===== src/rtl/fxp_mul_pkg.sv =====
package fxp_mul_pkg;
  typedef enum logic [1:0] {
    SEL_FULL = 2'd0,
    SEL_HIGH = 2'd1,
    SEL_LOW  = 2'd2,
    SEL_RND  = 2'd3
  } out_sel_e;

  typedef struct packed {
    logic is_signed;
    logic is_frac;
  } opmode_t;
endpackage


===== src/rtl/fxp_mul_core.sv =====
module fxp_mul_core
  import fxp_mul_pkg::*;
#(
  parameter int W = 32
) (
  input  logic [W-1:0]   a_i,
  input  logic [W-1:0]   b_i,
  input  opmode_t        ma_i,
  input  opmode_t        mb_i,
  output logic [2*W-1:0] prod_o
);
  localparam int XW = 2 * W + 2;

  logic [W-1:0] op  [2];
  opmode_t      md  [2];
  logic [XW-1:0] ext [2];
  logic [XW-1:0] full;

  assign op[0] = a_i;
  assign op[1] = b_i;
  assign md[0] = ma_i;
  assign md[1] = mb_i;

  // sign or zero extend each operand to the full product width
  for (genvar g = 0; g < 2; g++) begin : g_ext
    assign ext[g] = {{(W + 2){md[g].is_signed & op[g][W-1]}}, op[g]};
  end

  assign full   = ext[0] * ext[1];
  assign prod_o = full[2*W-1:0];
endmodule


===== src/rtl/fxp_mul_align.sv =====
module fxp_mul_align
  import fxp_mul_pkg::*;
#(
  parameter int W = 32
) (
  input  logic [W-1:0]   a_i,
  input  logic [W-1:0]   b_i,
  input  opmode_t        ma_i,
  input  opmode_t        mb_i,
  input  logic [2*W-1:0] prod_i,
  output logic           shift_o,
  output logic           sat_o,
  output logic [2*W-1:0] aligned_o
);
  localparam logic [W-1:0]   MIN_NEG = {1'b1, {(W - 1){1'b0}}};
  localparam logic [2*W-1:0] MAX_POS = {1'b0, {(2 * W - 1){1'b1}}};

  logic corner;

  assign shift_o = ma_i.is_frac & mb_i.is_frac & ma_i.is_signed & mb_i.is_signed;
  assign corner  = (a_i == MIN_NEG) && (b_i == MIN_NEG);
  assign sat_o   = shift_o & corner;

  always_comb begin
    if (sat_o)        aligned_o = MAX_POS;
    else if (shift_o) aligned_o = {prod_i[2*W-2:0], 1'b0};
    else              aligned_o = prod_i;
  end
endmodule


===== src/rtl/fxp_mul_round.sv =====
module fxp_mul_round
  import fxp_mul_pkg::*;
#(
  parameter int W = 32
) (
  input  logic [2*W-1:0] aligned_i,
  input  logic           sgn_i,
  input  out_sel_e       sel_i,
  output logic           rsat_o,
  output logic [2*W-1:0] res_o
);
  localparam logic [2*W:0]   HALF    = {{(W + 1){1'b0}}, 1'b1, {(W - 1){1'b0}}};
  localparam logic [W-1:0]   MAX_S   = {1'b0, {(W - 1){1'b1}}};
  localparam logic [W-1:0]   ZERO_W  = '0;

  logic [2*W:0] sum;
  logic [W-1:0] rnd;
  logic         carry_ovf;

  assign sum = {1'b0, aligned_i} + HALF;
  // unsigned W x W products top out below the carry point, so only signed can wrap
  assign carry_ovf = sgn_i & ~aligned_i[2*W-1] & sum[2*W-1];
  assign rsat_o    = (sel_i == SEL_RND) & carry_ovf;
  assign rnd       = carry_ovf ? MAX_S : sum[2*W-1:W];

  always_comb begin
    unique case (sel_i)
      SEL_FULL: res_o = aligned_i;
      SEL_HIGH: res_o = {ZERO_W, aligned_i[2*W-1:W]};
      SEL_LOW:  res_o = {ZERO_W, aligned_i[W-1:0]};
      default:  res_o = {ZERO_W, rnd};
    endcase
  end
endmodule


===== src/rtl/fxp_mul.sv =====
module fxp_mul
  import fxp_mul_pkg::*;
#(
  parameter int W = 32
) (
  input  logic           clk_i,
  input  logic           rst_ni,
  input  logic           in_valid_i,
  input  logic [W-1:0]   a_i,
  input  logic [W-1:0]   b_i,
  input  logic           a_signed_i,
  input  logic           a_frac_i,
  input  logic           b_signed_i,
  input  logic           b_frac_i,
  input  logic [1:0]     out_sel_i,
  output logic           out_valid_o,
  output logic [2*W-1:0] result_o,
  output logic           overflow_o
);
  localparam logic [2*W-1:0] MAX_POS = {1'b0, {(2 * W - 1){1'b1}}};

  logic [W-1:0]   a_q, b_q;
  opmode_t        ma_q, mb_q;
  out_sel_e       sel_q;
  logic           vld_q;
  logic [2*W-1:0] prod, aligned, res;
  logic           shift, sat, rsat;

  // operands are captured; the arithmetic settles from the registers
  always_ff @(posedge clk_i or negedge rst_ni) begin
    if (!rst_ni) begin
      a_q   <= '0;
      b_q   <= '0;
      ma_q  <= '0;
      mb_q  <= '0;
      sel_q <= SEL_FULL;
      vld_q <= 1'b0;
    end else begin
      vld_q <= in_valid_i;
      if (in_valid_i) begin
        a_q   <= a_i;
        b_q   <= b_i;
        ma_q  <= '{is_signed: a_signed_i, is_frac: a_frac_i};
        mb_q  <= '{is_signed: b_signed_i, is_frac: b_frac_i};
        sel_q <= out_sel_e'(out_sel_i);
      end
    end
  end

  fxp_mul_core #(.W(W)) u_core (
    .a_i    (a_q),
    .b_i    (b_q),
    .ma_i   (ma_q),
    .mb_i   (mb_q),
    .prod_o (prod)
  );

  fxp_mul_align #(.W(W)) u_align (
    .a_i       (a_q),
    .b_i       (b_q),
    .ma_i      (ma_q),
    .mb_i      (mb_q),
    .prod_i    (prod),
    .shift_o   (shift),
    .sat_o     (sat),
    .aligned_o (aligned)
  );

  fxp_mul_round #(.W(W)) u_round (
    .aligned_i (aligned),
    .sgn_i     (ma_q.is_signed | mb_q.is_signed),
    .sel_i     (sel_q),
    .rsat_o    (rsat),
    .res_o     (res)
  );

  assign out_valid_o = vld_q;
  assign result_o    = res;
  assign overflow_o  = vld_q & (sat | rsat);


  valid_lat_chk: assert property (@(posedge clk_i) disable iff (!rst_ni)
    in_valid_i |=> out_valid_o);


  idle_hold_chk: assert property (@(posedge clk_i) disable iff (!rst_ni)
    !in_valid_i |=> (!out_valid_o && !overflow_o && $stable(result_o)));


  corner_sat_chk: assert property (@(posedge clk_i) disable iff (!rst_ni)
    (out_valid_o && sat && sel_q == SEL_FULL) |-> (result_o == MAX_POS && overflow_o));


  redundant_sign_chk: assert property (@(posedge clk_i) disable iff (!rst_ni)
    (shift && !sat) |-> (prod[2*W-1] == prod[2*W-2]));


  frac_lsb_chk: assert property (@(posedge clk_i) disable iff (!rst_ni)
    (out_valid_o && shift && !sat && sel_q == SEL_FULL) |-> !result_o[0]);


  rnd_sat_chk: assert property (@(posedge clk_i) disable iff (!rst_ni)
    (out_valid_o && rsat) |-> (overflow_o && result_o[2*W-1:W-1] == '0));
endmodule


===== config.mk =====
export PLATFORM = sky130hd
export DESIGN_NAME = fxp_mul
export DESIGN_NICKNAME = d
export VERILOG_FILES = /design/src/rtl/fxp_mul_pkg.sv /design/src/rtl/fxp_mul_core.sv /design/src/rtl/fxp_mul_align.sv /design/src/rtl/fxp_mul_round.sv /design/src/rtl/fxp_mul.sv
export SDC_FILE = /design/constraint.sdc
export NUM_CORES = 2
export LEC_CHECK = 0
export ABC_AREA = 1
export BUFFER_PORTS_ARGS = -buffer_cell sky130_fd_sc_hd__buf_2
export CORE_MARGIN = 8
export CORE_UTILIZATION = 60
export DETAILED_ROUTE_END_ITERATION = 6
export GPL_TIMING_DRIVEN = 0
export PLACE_DENSITY = 0.8
export SLEW_MARGIN = 10
export SYNTH_ARGS = -nofsm -noshare
export SYNTH_HDL_FRONTEND = slang
export SYNTH_SLANG_ARGS = --single-unit
export TNS_END_PERCENT = 100

===== constraint.sdc =====
create_clock -name clk_i -period 10.6 [get_ports clk_i]
set_clock_uncertainty 0.1 [all_clocks]
set_input_delay 3.18 -clock clk_i [delete_from_list [all_inputs] [get_ports clk_i]]
set_output_delay 3.18 -clock clk_i [all_outputs]
set_load 0.1 [all_outputs]

==> impl_results.md <==
* Most common cell after layout, fill and taps aside: inv_1
* Fmax at roughly 79 MHz
* CTS H-tree depth at 3
* Crit-path max cell delay at ~0.76 ns
* Critical Path Start Type: register
* Congestion Overflow GR at 0
* Sequential cell area at 0.00184 mm²
* Register area share after synthesis at 0.0383
* Vias in the first global route at 45200
* Initial antenna violation count at 12
* Warnings, synthesis at 0
* Leading cell types in the layout, fill and taps excluded: 1771 x inv_1, 1574 x nand2_1, 1071 x fa_1
* Most used cell along the critical path: nor2_4
* Synthesized cell area at 0.0464 mm²
* First-pass GRT wire length at just under 300000 µm
* Mapped Nets at roughly 7500
* Status: complete, but fails checks
* Crit path required time at between 7 and 8 ns
* Design Area, Final at about 0.056 mm²
* XOR/XNOR share of the synthesized area at 0.0100
* Post-synth EDFFs at 0
* CTS clk-pin slew, worst paths at 0.07 ns
* Area occupied by multi-input gates at about 0.039 mm²
* Clock root cell: clkbuf_16
* Die area at about 0.086 mm²
* Worst r2r src: sel_q[0]
* Overall routing resource usage at 0.479
* Final wirelength at roughly 210000 µm
* Post-synthesis mux area share at 0.00121
* Core Box Area at just under 0.08 mm²
* Synth Instances at 6124
* Die Y at approximately 290 µm
* Rows at approximately 100
* Setup crit end: result_o[6]
* DRT antenna net count at 0
* Setup-failing EPs final at between 60 and 70
* Slew headroom at 0.191
* Drt pass-1 iters at 6
* Area growth syn-to-layout at 21.5%
* Worst-Skew Late Latency at roughly 0.37 ns
* Main combinational cell family by area after synthesis: adder cells
* RSZ-0062 raised after global routing: true
* R2r worst-path depth at 3
* Crit path from: a_q[31]
* Layout net count at roughly 7900
* Initial DRC count at 5053
* Synthesis-stage register bit count at 71
* Post-Synth Simple-Gate Area at 0.208
* Clock tree buffer depth at 2
* Fill count at ~6000
* FF-to-FF setup slack at about 9.0 ns
* Slowest CP cell: fa_2
* DP HPWL at between 150000 and 200000 µm
* Residual DRC at 0
* Total I/O pin count at 139
* Ys flop type: dfrtp_1
* Vias after detailed routing at roughly 44000
* Worst setup EP type: primary output
* Final hold viol count at 0
* Final min period at between 10 and 15 ns
* Gpl congestion at 1.10
* CTS tree: yes
* Fin. max-slew vios at 0
* Compound-Gate Fraction of Synth Area at 0.0233
* Distinct cells, synth at between 40 and 50
* CP Class: register to primary output
* Starting Density at 0.602
* PortBufs at around 140
* Drt via density at 5.81
* Post-route clock period utilization at 1.20
* CTS Buf Count at 9
* Worst-path maximum fanout at 7
* Worst R2R End: sel_q[0]
* Failing checks: negative setup slack
* Largest net degree at the start of global routing at 56
* Slack of the critical path at -2.09 ns
* Die boundary width at between 200 and 300 µm
* Worst Path Arrival at 9.41 ns
* Share of layout cells above drive strength 1 at 0.206
* Max-cap violation count at 0
* HP Class: register to register
* Ys async rst share at 1.00
* Worst Hold Slack at about 0.41 ns
* Routed wire per std cell at 27.4 µm
* Least-Margin Pin Slew at ~1.2 ns
* Synth Area in Adders at 0.543
* Placed cell area at about 0.050 mm²
* Avg Inst Size Synth at around 7.6 µm²
* # clock sinks at just over 70
* Post-route setup TNS at -94.59 ns
-- state kept, by name, summed over array words and instances, names as in the netlist --
register and flops:
ma_q 2, out_valid_o 1, sel_q 2, b_q 32, mb_q 2, a_q 32
-- critical path: cells and delay by family, from the launching register on --
kind            cells  cell delay, ns
compound gates      1            0.32
simple gates       17            1.88
buf+inv            12            1.51
flops               1            0.38
fa+ha+maj           9            4.86
-- what timing repair did --
action / 4_1_cts / 5_1_grt
gates cloned: 5 / 0
pin swaps: 177 / 153
endpoints found under the setup margin: 65 / 65
resized for setup: 1079 / 168
setup buffers: 154 / 43
hold buffers: 0 / 0
-- final cells by class --
class                           instances  share of cell area
Clock inverter                          7             0.00116
Sequential cell                        71              0.0327
Inverter                             1860               0.125
Antenna cell                           12            0.000533
Clock buffer                            9             0.00400
Buffer                                265              0.0490
Timing Repair Buffer                  338              0.0635
Tap cell                             1040              0.0231
Multi-Input combinational cell       3895               0.701
-- synthesized netlist by cell type, types with 28 or more instances --
cell type | instances | share of area
inv_1 | 1832 | 0.15
dfrtp_1 | 71 | 0.038
a21oi_1 | 51 | 0.0055
nor2_1 | 200 | 0.016
fa_1 | 1125 | 0.49
clkbuf_1 | 282 | 0.023
nand2_1 | 1737 | 0.14
nand3_1 | 144 | 0.016
nor2_2 | 42 | 0.0057
xor2_1 | 28 | 0.0053
ha_1 | 213 | 0.057
nand4_1 | 45 | 0.0061
o21ai_0 | 95 | 0.010
nand2_2 | 58 | 0.0078
-- cell families after synthesis --
| kind of cell | after synthesis |
|---|---|
| AO/OA/AOI/OAI | 194 |
| XOR/XNOR | 53 |
| multiplexers | 5 |
| flip-flops | 71 |
| AND/OR/NAND/NOR | 2304 |
| adder cells (fa/ha/maj) | 1338 |
| buffers and inverters | 2159 |
-- worst min-delay path by stage --
stage,startpoint,end,slack [ns],cells after the start
floorplan,mb_q[0],mb_q[0],0.38,1
global placement,mb_q[0],mb_q[0],0.39,1
detailed placement,mb_q[0],mb_q[0],0.40,1
CTS,mb_q[0],mb_q[0],0.42,1
global route,ma_q[0],ma_q[0],0.43,1
finish,mb_q[0],mb_q[0],0.41,1
-- stage by stage --
stage / worst slack, ns / utilization / std cells
4_1_cts: -1.60 / 0.721 / 7444
3_3_place_gp: -2.95 / 0.647 / 7302
3_5_place_dp: -2.94 / 0.648 / 7303
2_1_floorplan: -0.677 / - / 6124
6_report: -2.09 / 0.732 / 7497
5_1_grt: -2.17 / 0.732 / 7489
-- metal layers --
metal,share of wire,global-route usage,routed length [µm],vias to the layer above
met2,0.41,0.685,84300,3494
met5,0.00074,0.0102,151,-
met3,0.15,0.191,31600,1050
met4,0.099,0.351,20400,6
met1,0.34,0.583,68700,21300
li1,-,-,-,17700
Power is left out: the tool's default activity adds up to more than one toggle a clock period on the data nets, which glitch-free logic cannot reach.
